**config.mk**
```make
export PLATFORM = sky130hd
export DESIGN_NAME = gpio_bank
export DESIGN_NICKNAME = d
export VERILOG_FILES = /design/src/rtl/gpio_pkg.sv /design/src/rtl/gpio_rst_sync.sv /design/src/rtl/gpio_sync2.sv /design/src/rtl/gpio_port.sv /design/src/rtl/gpio_outport.sv /design/src/rtl/gpio_bank.sv
export SDC_FILE = /design/constraint.sdc
export NUM_CORES = 1
export LEC_CHECK = 0
export BUFFER_PORTS_ARGS = -buffer_cell sky130_fd_sc_hd__clkbuf_2
export CAP_MARGIN = 0
export CORE_MARGIN = 8
export CORE_UTILIZATION = 51
export DETAILED_ROUTE_END_ITERATION = 12
export HOLD_SLACK_MARGIN = 0.15
export PLACE_DENSITY = 0.8
export SLEW_MARGIN = 30
export SYNTH_ARGS = -nofsm -noshare
export SYNTH_HDL_FRONTEND = slang
export SYNTH_SLANG_ARGS = --single-unit
export TNS_END_PERCENT = 5
```
**constraint.sdc**
```tcl
create_clock -name clk -period 5.5 [get_ports clk]
set_input_delay 1.1 -clock clk [delete_from_list [all_inputs] [get_ports clk]]
set_output_delay 1.1 -clock clk [all_outputs]
set_load 0.1 [all_outputs]
```
**src/rtl/gpio_pkg.sv**
```systemverilog
`timescale 1ns/1ps
package gpio_pkg;
  typedef enum logic [1:0] {
    SEL_CFG = 2'd0,
    SEL_DAT = 2'd1,
    SEL_PIN = 2'd2,
    SEL_GAP = 2'd3
  } reg_sel_e;

  typedef struct packed {
    logic oe;
    logic drv;
    logic pu;
  } pad_ctl_t;

  function automatic pad_ctl_t decode_mode(input logic cfg, input logic dat);
    pad_ctl_t r;
    r.oe  = cfg;
    r.drv = cfg & dat;
    r.pu  = ~cfg & dat;
    return r;
  endfunction
endpackage

```
**src/rtl/gpio_rst_sync.sv**
```systemverilog
`timescale 1ns/1ps
module gpio_rst_sync (
  input  logic clk,
  input  logic rst_n_in,
  output logic rst_n_out
);
  logic [1:0] sh_q;

  always_ff @(posedge clk or negedge rst_n_in) begin
    if (!rst_n_in) sh_q <= 2'b00;
    else           sh_q <= {sh_q[0], 1'b1};
  end

  assign rst_n_out = sh_q[1];
endmodule

```
**src/rtl/gpio_sync2.sv**
```systemverilog
`timescale 1ns/1ps
module gpio_sync2 #(
  parameter int W = 8
) (
  input  logic         clk,
  input  logic         rst_n,
  input  logic [W-1:0] d,
  output logic [W-1:0] q
);
  logic [W-1:0] s1_q, s2_q;

  always_ff @(posedge clk or negedge rst_n) begin
    if (!rst_n) begin
      s1_q <= '0;
      s2_q <= '0;
    end else begin
      s1_q <= d;
      s2_q <= s1_q;
    end
  end

  assign q = s2_q;
endmodule

```
**src/rtl/gpio_port.sv**
```systemverilog
`timescale 1ns/1ps
module gpio_port
  import gpio_pkg::*;
#(
  parameter int DW      = 8,
  parameter bit SPECIAL = 1'b0
) (
  input  logic          clk,
  input  logic          rst_n,
  input  logic          wr_cfg,
  input  logic          wr_dat,
  input  logic [DW-1:0] wdata,
  input  logic [DW-1:0] pad_in,
  output logic [DW-1:0] cfg_rd,
  output logic [DW-1:0] dat_rd,
  output logic [DW-1:0] pin_rd,
  output logic [DW-1:0] pad_oe,
  output logic [DW-1:0] pad_out,
  output logic [DW-1:0] pad_pu,
  output logic          halt_pulse,
  output logic          idle_pulse
);
  localparam int NIO = SPECIAL ? DW - 2 : DW;

  function automatic logic [DW-1:0] io_mask();
    logic [DW-1:0] m;
    for (int i = 0; i < DW; i++) m[i] = (i < NIO);
    return m;
  endfunction

  localparam logic [DW-1:0] KEEP = io_mask();

  logic [DW-1:0] cfg_q, cfg_d;
  logic [DW-1:0] dat_q, dat_d;
  logic [1:0]    req_q, req_d;

  always_comb begin
    cfg_d = cfg_q;
    dat_d = dat_q;
    if (wr_cfg) cfg_d = wdata;
    if (wr_dat) dat_d = wdata & KEEP;
  end

  generate
    if (SPECIAL) begin : g_req
      always_comb req_d = wr_dat ? wdata[DW-1 -: 2] : 2'b00;
    end else begin : g_noreq
      always_comb req_d = 2'b00;
    end
  endgenerate

  always_ff @(posedge clk or negedge rst_n) begin
    if (!rst_n) begin
      cfg_q <= '0;
      dat_q <= '0;
      req_q <= 2'b00;
    end else begin
      cfg_q <= cfg_d;
      dat_q <= dat_d;
      req_q <= req_d;
    end
  end

  generate
    for (genvar b = 0; b < DW; b++) begin : g_bit
      if (b < NIO) begin : g_io
        pad_ctl_t c;
        assign c          = decode_mode(cfg_q[b], dat_q[b]);
        assign pad_oe[b]  = c.oe;
        assign pad_out[b] = c.drv;
        assign pad_pu[b]  = c.pu;
      end else begin : g_ctl
        assign pad_oe[b]  = 1'b0;
        assign pad_out[b] = 1'b0;
        assign pad_pu[b]  = 1'b0;
      end
    end
  endgenerate

  gpio_sync2 #(.W(DW)) u_sync (
    .clk  (clk),
    .rst_n(rst_n),
    .d    (pad_in),
    .q    (pin_rd)
  );

  assign cfg_rd     = cfg_q;
  assign dat_rd     = dat_q;
  assign halt_pulse = req_q[1];
  assign idle_pulse = req_q[0];
endmodule

```
**src/rtl/gpio_outport.sv**
```systemverilog
`timescale 1ns/1ps
module gpio_outport #(
  parameter int DW = 8
) (
  input  logic          clk,
  input  logic          rst_n,
  input  logic          wr,
  input  logic [DW-1:0] wdata,
  output logic [DW-1:0] q
);
  logic [DW-1:0] dat_q, dat_d;

  always_comb dat_d = wr ? wdata : dat_q;

  always_ff @(posedge clk or negedge rst_n) begin
    if (!rst_n) dat_q <= '1;
    else        dat_q <= dat_d;
  end

  assign q = dat_q;
endmodule

```
**src/rtl/gpio_bank.sv**
```systemverilog
`timescale 1ns/1ps
module gpio_bank
  import gpio_pkg::*;
#(
  parameter int DW     = 8,
  parameter int NPORT  = 2,
  parameter int ADDR_W = $clog2(4 * (NPORT + 1))
) (
  input  logic                clk,
  input  logic                rst_n,
  input  logic                bus_wr,
  input  logic [ADDR_W-1:0]   bus_addr,
  input  logic [DW-1:0]       bus_wdata,
  output logic [DW-1:0]       bus_rdata,
  input  logic [NPORT*DW-1:0] pad_in,
  output logic [NPORT*DW-1:0] pad_oe,
  output logic [NPORT*DW-1:0] pad_out,
  output logic [NPORT*DW-1:0] pad_pu,
  output logic [DW-1:0]       fixed_out,
  output logic                halt_req,
  output logic                idle_req,
  output logic                sk_alt_phase,
  output logic                wake_delay_en
);
  localparam int GW   = ADDR_W - 2;
  localparam int SPEC = NPORT - 1;

  logic           rst_int_n;
  logic [GW-1:0]  grp;
  reg_sel_e       sel;
  logic [DW-1:0]  cfg_a [NPORT];
  logic [DW-1:0]  dat_a [NPORT];
  logic [DW-1:0]  pin_a [NPORT];
  logic [NPORT-1:0] halt_v, idle_v;
  logic           wr_fixed;
  logic [DW-1:0]  rd_mux;

  gpio_rst_sync u_rst (
    .clk      (clk),
    .rst_n_in (rst_n),
    .rst_n_out(rst_int_n)
  );

  assign grp = bus_addr[ADDR_W-1:2];
  assign sel = reg_sel_e'(bus_addr[1:0]);

  generate
    for (genvar p = 0; p < NPORT; p++) begin : g_port
      logic wr_c, wr_d;
      assign wr_c = bus_wr && (grp == GW'(p)) && (sel == SEL_CFG);
      assign wr_d = bus_wr && (grp == GW'(p)) && (sel == SEL_DAT);

      gpio_port #(.DW(DW), .SPECIAL(p == SPEC)) u_port (
        .clk       (clk),
        .rst_n     (rst_int_n),
        .wr_cfg    (wr_c),
        .wr_dat    (wr_d),
        .wdata     (bus_wdata),
        .pad_in    (pad_in[p*DW +: DW]),
        .cfg_rd    (cfg_a[p]),
        .dat_rd    (dat_a[p]),
        .pin_rd    (pin_a[p]),
        .pad_oe    (pad_oe[p*DW +: DW]),
        .pad_out   (pad_out[p*DW +: DW]),
        .pad_pu    (pad_pu[p*DW +: DW]),
        .halt_pulse(halt_v[p]),
        .idle_pulse(idle_v[p])
      );
    end
  endgenerate

  assign wr_fixed = bus_wr && (grp == GW'(NPORT)) && (sel == SEL_DAT);

  gpio_outport #(.DW(DW)) u_fixed (
    .clk  (clk),
    .rst_n(rst_int_n),
    .wr   (wr_fixed),
    .wdata(bus_wdata),
    .q    (fixed_out)
  );

  always_comb begin
    rd_mux = '0;
    for (int p = 0; p < NPORT; p++) begin
      if (grp == GW'(p)) begin
        case (sel)
          SEL_CFG: rd_mux = cfg_a[p];
          SEL_DAT: rd_mux = dat_a[p];
          SEL_PIN: rd_mux = pin_a[p];
          default: rd_mux = '0;
        endcase
      end
    end
    if (grp == GW'(NPORT) && sel == SEL_DAT) rd_mux = fixed_out;
  end

  assign bus_rdata     = rd_mux;
  assign halt_req      = |halt_v;
  assign idle_req      = |idle_v;
  assign sk_alt_phase  = cfg_a[SPEC][DW-2];
  assign wake_delay_en = cfg_a[SPEC][DW-1];
endmodule

```
=== Word-level counts from Yosys, hierarchy flattened ===
Cells that the tools add are included.

* Add/subtract/negate cells: 0
* Multiply operators: 0
* Div/mod/pow operators: 0
* Order comparisons: 0
* Eq/ne operators: 4
* Shifts and indexed selects: 0
* Mux-type cells: 6
* Bitwise gates (word level): 42
* Reductions and logical operators: 11

{| class="wikitable"
|+ Operators with widths
! cell !! number
|-
| one-hot mux 8 bit (3 select lines) || 2
|-
| AND 1 bit || 28
|-
| 2-to-1 mux 8 bit || 3
|-
| inverter 1 bit || 14
|-
| logical AND 1 bit || 9
|-
| == test 2 x 1 -> 1 bit (second input constant) || 2
|-
| == test 2 bit (second input constant) || 2
|-
| logical NOT 2 bit || 2
|-
| 2-to-1 mux 2 bit || 1
|}

* Flip-flop bits (word level): 74
* Latch bits: 0
* RAM bits: 0
* Memory bits (read-only): 0
* Bits of input ports: 31
* Output and inout port bits: 68
* Word-level logic and storage cells: 74
* Memories kept: 0

=== Depth between registers and ports, before layout ===
* Word-level depth: 5
* Depth in mapped cells: 5
* Depth with buffers taken out: 4

=== Cells and area by module ===
From an unflattened synthesis, not the netlist that was laid out.

* Cell total of the unflattened synthesis: 272
* Area, all modules: 3553.4 um2

{| class="wikitable"
|+ By module, submodules not included
! module !! times used !! cells each !! area an instance (um2) !! seq. area each (um2)
|-
| gpio_port at g_port[0].u_port || 1 || 61 || 842.1 || 400.4
|-
| gpio_port at g_port[1].u_port || 1 || 61 || 829.5 || 400.4
|-
| gpio_sync2 || 2 || 16 || 400.4 || 400.4
|-
| gpio_bank || 1 || 98 || 685.7 || 0.0
|-
| gpio_outport || 1 || 17 || 341.6 || 210.2
|-
| gpio_rst_sync || 1 || 3 || 53.8 || 50.0
|}

=== Worst setup path after synthesis ===
OpenSTA, ideal clock, no wires.

* Path type: in2out
* Start: input port bus_addr[3]
* End: output port bus_rdata[6]
* Arrival: 3.568 ns
* Required time: 4.400 ns
* Setup slack: 0.832 ns
* Cell stages on the path: 5
* Path buffers: 1
* Cells stage by stage: nand2b_1 -> buf_2 -> or3b_1 -> a21o_1 -> a31oi_1

* Longest elaborated chain between the ends: 4
* Elaborated cells between the ends (all ways): 7
* Those cells by class: eq/ne: 2; mux: 3; reduce/logical: 2

{| class="wikitable"
|+ RTL lines
! what !! line !! RTL
|-
| from (decl) || gpio_bank.sv:12 || <nowiki>input logic [ADDR_W-1:0] bus_addr,</nowiki>
|-
| logical NOT 2 bit || gpio_bank.sv:85 || <nowiki>if (grp == GW'(p)) begin</nowiki>
|-
| 2-to-1 mux 8 bit (2 in a row) || gpio_bank.sv:85 ||
|-
| 2-to-1 mux 8 bit * || gpio_bank.sv:94 || <nowiki>if (grp == GW'(NPORT) && sel == SEL_DAT) rd_mux = fixed_out;</nowiki>
|-
| to (decl) || gpio_bank.sv:14 || <nowiki>output logic [DW-1:0] bus_rdata,</nowiki>
|}

Mark *: on every way between the ends. The rest lies on a longest branch, timed or not.

=== Worst setup path after layout ===
* Start: input port bus_addr[0]
* End: output port bus_rdata[1]

* Longest elaborated chain between the ends: 5
* Elaborated cells between the ends (all ways): 9
* Those cells by class: eq/ne: 2; mux: 5; reduce/logical: 2

{| class="wikitable"
|+ RTL lines
! what !! line !! RTL
|-
| == test 2 bit (tied with other cells) || gpio_bank.sv:86 || <nowiki>case (sel)</nowiki>
|-
| one-hot mux 8 bit (3 select lines) || gpio_bank.sv:86 ||
|-
| 2-to-1 mux 8 bit (2 in a row) || gpio_bank.sv:85 ||
|-
| 2-to-1 mux 8 bit * || gpio_bank.sv:94 ||
|}

Marked as above.

==> flow_results.xml <==
<?xml version="1.0" encoding="UTF-8"?>
<metrics>
  <group name="worst_setup_path">
    <metric name="ff2ff_setup_slack" unit="ns">4.61</metric>
    <metric name="critPathLaunchType" unit="">input pin</metric>
    <metric name="critical-path-top-delay-family" unit="">buffers and inverters</metric>
    <metric name="worst_ep_arrival_time" unit="ns">2.97</metric>
    <metric name="cp_cell_sequence" unit="">clkbuf_2 -&gt; nor2b_1 -&gt; nand2_1 -&gt; a31oi_1 -&gt; clkbuf_2</metric>
    <metric name="cell_type_of_the_slowest_stage_on_the_worst_timing_path" unit="">sky130_fd_sc_hd__clkbuf_2</metric>
    <metric name="required" unit="ns">4.40</metric>
    <metric name="critical_path.max_fanout" unit="">33</metric>
    <metric name="worstSetupEndpointType" unit="">output port</metric>
    <metric name="worstPathBufferInverterCount" unit="">2</metric>
    <metric name="critical-path-top-cell-by-count" unit="">sky130_fd_sc_hd__clkbuf_2</metric>
    <metric name="critical_path_class" unit="">input pin to output port</metric>
    <metric name="critical-path-max-stage-delay" unit="ns">0.51</metric>
  </group>
  <group name="power_and_ir_drop">
    <metric name="finalPower" unit="mW">2.07</metric>
    <metric name="total_leakage_power" unit="nW">1.86</metric>
    <metric name="p_comb_share" unit="%">46.7</metric>
    <metric name="sequentialPowerShare" unit="%">33.9</metric>
    <metric name="cell_internal_pwr" unit="mW">1.01</metric>
    <metric name="ir_worst_vdd" unit="uV">369</metric>
    <metric name="clockPowerShare" unit="%">19.4</metric>
    <metric name="power.net_switching" unit="mW">1.06</metric>
    <metric name="power-per-cell-area" unit="nW/um2">531</metric>
    <metric name="swShare" unit="%">51.4</metric>
  </group>
  <group name="synth">
    <metric name="ys_seq_area_share" unit="%">58.7</metric>
    <metric name="ys_seq_elements" unit="">74</metric>
    <metric name="post_synth_inst_count" unit="">251</metric>
    <metric name="synth_cell_type_count" unit="">26</metric>
    <metric name="syn_avg_cell_area" unit="um2">12.6</metric>
    <metric name="synth_warnings" unit="">0</metric>
    <metric name="synth_area" unit="um2">3170</metric>
    <metric name="async_reset_ff_share" unit="%">100</metric>
    <metric name="ys_dominant_reg_cell" unit="">sky130_fd_sc_hd__dfrtp_1</metric>
    <metric name="synth-edff-count" unit="">0</metric>
  </group>
  <group name="hold_path">
    <metric name="worstHoldPathType" unit="">flop to async pin</metric>
  </group>
  <group name="timing">
    <metric name="setup-violations-final" unit="">0</metric>
    <metric name="hold_violations" unit="">0</metric>
    <metric name="layout_setup_ws" unit="ns">1.43</metric>
    <metric name="post-route-period-util" unit="%">74.1</metric>
    <metric name="grt_setup_unrepaired" unit="">no</metric>
    <metric name="clock-skew-final" unit="ns">0.00384</metric>
    <metric name="fmax" unit="GHz">0.246</metric>
    <metric name="timing_max_transition_violations_final" unit="">0</metric>
    <metric name="max_slew.worst_pin.slew" unit="ns">0.654</metric>
    <metric name="slew_headroom" unit="%">55.8</metric>
    <metric name="final.min_clock_period" unit="ns">4.07</metric>
    <metric name="finalSetupTns" unit="ns">0</metric>
  </group>
  <group name="route">
    <metric name="via_per_inst" unit="">5.02</metric>
    <metric name="via_count_of_the_routed_design" unit="">2140</metric>
    <metric name="postRouteWirelength" unit="um">6970</metric>
    <metric name="detail_route.iter0.violations" unit="">98</metric>
    <metric name="drc" unit="">0</metric>
    <metric name="drt_pass1_iterations" unit="">5</metric>
    <metric name="drt.antenna.violating_nets" unit="">0</metric>
    <metric name="drt-wirelength-per-cell" unit="um">16.4</metric>
  </group>
  <group name="clock_network">
    <metric name="cts_max_path_bufs" unit="">2</metric>
    <metric name="htree_levels" unit="">3</metric>
    <metric name="cts_inserted_buffers" unit="">9</metric>
    <metric name="cts.repair_timing.setup_buffer_count" unit="">0</metric>
    <metric name="clk_latency" unit="ns">0.33</metric>
    <metric name="clockRootBuffer" unit="">sky130_fd_sc_hd__clkbuf_8</metric>
    <metric name="cts_tree" unit="">yes</metric>
    <metric name="clkTransAtPathRegs" unit="ns">0.07</metric>
    <metric name="clock-sinks" unit="">74</metric>
    <metric name="cts_resized" unit="">0</metric>
    <metric name="cts-hold-fix-buffers" unit="">0</metric>
  </group>
  <group name="finish">
    <metric name="drive_above_1_share" unit="%">50.4</metric>
    <metric name="mostFrequentLayoutCells" unit="">sky130_fd_sc_hd__clkbuf_2 (92), sky130_fd_sc_hd__dfrtp_1 (65), sky130_fd_sc_hd__mux2_2 (52)</metric>
    <metric name="finish.net_count" unit="">377</metric>
    <metric name="areaGrowthSynthToFinish" unit="%">22.7</metric>
    <metric name="final_util" unit="%">65.4</metric>
    <metric name="layout_commonest_cell" unit="">sky130_fd_sc_hd__clkbuf_2</metric>
    <metric name="count_of_antenna_diodes_in_the_layout" unit="">0</metric>
    <metric name="fillCellCount" unit="">482</metric>
  </group>
  <group name="die">
    <metric name="coreArea" unit="um2">5960</metric>
    <metric name="rows" unit="">28</metric>
    <metric name="die_h" unit="um">94.9</metric>
    <metric name="io-pin-count" unit="">99</metric>
    <metric name="dieWidth" unit="um">94.9</metric>
    <metric name="die_footprint" unit="um2">9010</metric>
    <metric name="initial_util" unit="%">53.3</metric>
  </group>
  <group name="outcome">
    <metric name="outcome" unit="">complete, no violations</metric>
  </group>
  <group name="place">
    <metric name="post-place-ws" unit="ns">1.42</metric>
    <metric name="place_hpwl" unit="um">5180</metric>
    <metric name="port_buffers" unit="">92</metric>
    <metric name="gp_congestion" unit="">0.822</metric>
  </group>
  <group name="global_route">
    <metric name="grt_overflow_total" unit="">0</metric>
    <metric name="antenna_found_initial" unit="">0</metric>
    <metric name="grt_first_pass_wirelength" unit="um">11100</metric>
    <metric name="track_usage" unit="%">16.0</metric>
    <metric name="grt_max_degree" unit="">73</metric>
    <metric name="vias_in_the_first_global_route" unit="">2202</metric>
  </group>
  <group name="run">
    <metric name="drv_cap" unit="">0</metric>
  </group>
</metrics>
[power by group through the flow]
stage	registers (mW)	logic (mW)	clock network [mW]
floorplan	1.01	0.528	0
global placement	0.704	0.962	0
detailed placement	0.712	0.970	0
CTS	0.702	0.971	0.413
global route	0.716	0.995	0.440
finish	0.702	0.967	0.401
[synth_stat cells, types with 2 or more instances]
master / count / area, um2
sky130_fd_sc_hd__o211ai_1: 8 / 60.1
sky130_fd_sc_hd__o21ai_0: 14 / 70.1
sky130_fd_sc_hd__nor2_2: 2 / 12.5
sky130_fd_sc_hd__nand2b_1: 7 / 43.8
sky130_fd_sc_hd__buf_2: 4 / 20.0
sky130_fd_sc_hd__a31oi_1: 8 / 50.1
sky130_fd_sc_hd__conb_1: 2 / 7.51
sky130_fd_sc_hd__clkbuf_1: 6 / 22.5
sky130_fd_sc_hd__a21oi_1: 6 / 30.0
sky130_fd_sc_hd__nor2b_1: 16 / 100
sky130_fd_sc_hd__buf_4: 6 / 45.0
sky130_fd_sc_hd__and2_1: 16 / 100
sky130_fd_sc_hd__a21o_1: 2 / 15.0
sky130_fd_sc_hd__nand3_1: 2 / 10.0
sky130_fd_sc_hd__nor2_1: 8 / 30.0
sky130_fd_sc_hd__inv_1: 8 / 30.0
sky130_fd_sc_hd__dfstp_2: 8 / 210
sky130_fd_sc_hd__nand2_1: 4 / 15.0
sky130_fd_sc_hd__dfrtp_1: 66 / 1650
sky130_fd_sc_hd__mux2_2: 52 / 586
[path summary, 6_finish.rpt]
kind / start / to / cells after the start
setup / recovery: bus_addr[0] / bus_rdata[1] / 5
hold reg to reg: u_rst.sh_q[1] / g_port[1].u_port.u_sync.s1_q[2] / 1
min in group clk: g_port[1].u_port.u_sync.s1_q[1] / g_port[1].u_port.u_sync.q[1] / 0
setup reg to reg: u_rst.sh_q[1] / u_fixed.q[6] / 2
max in group asynchronous: u_rst.sh_q[1] / u_fixed.q[6] / 2
hold / removal: u_rst.sh_q[1] / g_port[1].u_port.u_sync.s1_q[2] / 1
[logic make-up (layout without fill, tap and decap cells)]
| kind of cell | Yosys count | in the layout | synth area share (%) |
|---|---|---|---|
| flip-flops | 74 | 74 | 58.7 |
| AO/OA/AOI/OAI | 38 | 38 | 7.10 |
| AND/OR/NAND/NOR | 61 | 61 | 11.9 |
| buffers and inverters | 24 | 119 | 3.71 |
| multiplexers | 52 | 52 | 18.4 |
| other | 2 | 7 | 0.237 |
[layer usage]
metal	part of all wire [%]	GRT usage, %
met1	42	19.0
met2	48	25.8
met3	7.7	3.97
met4	2.0	9.49
met5	0	0
[area by class of cell]
| type | count | area, um2 | share of cell area [%] |
|---|---|---|---|
| sequential | 74 | 1860 | 47.8 |
| multi-input combinational | 158 | 1220 | 31.3 |
| timing repair buffer | 95 | 495 | 12.7 |
| clock buffer | 10 | 128 | 3.28 |
| tap | 75 | 93.8 | 2.41 |
| clock inverter | 6 | 66.3 | 1.70 |
| inverter | 8 | 30.0 | 0.771 |
[state kept, by name (all words and copies together) (netlist names)]
register and count:
g_port.u_port.cfg_rd 16, g_port.u_port.u_sync.q 16, g_port.u_port.u_sync.s1_q 16, g_port.u_port.dat_rd 14, u_fixed.q 8, g_port.u_port.req_q 2, u_rst.sh_q 2
[stage by stage]
step,area [um2],hold WS (ns),instances
after detailed placement,3680,0.335,409
final,3900,0.285,426
after global routing,3900,0.346,426
after CTS,3880,0.351,425
after floorplan,3190,0.331,256
after global placement,3680,0.333,409
[worst reg2reg max path: cells and delay by family (launching register included)]
family	cells	cell delay, ns
buffers and inverters	2	0.66
flip-flops	1	0.34
Note: power is estimated with default switching activity, not from simulation.
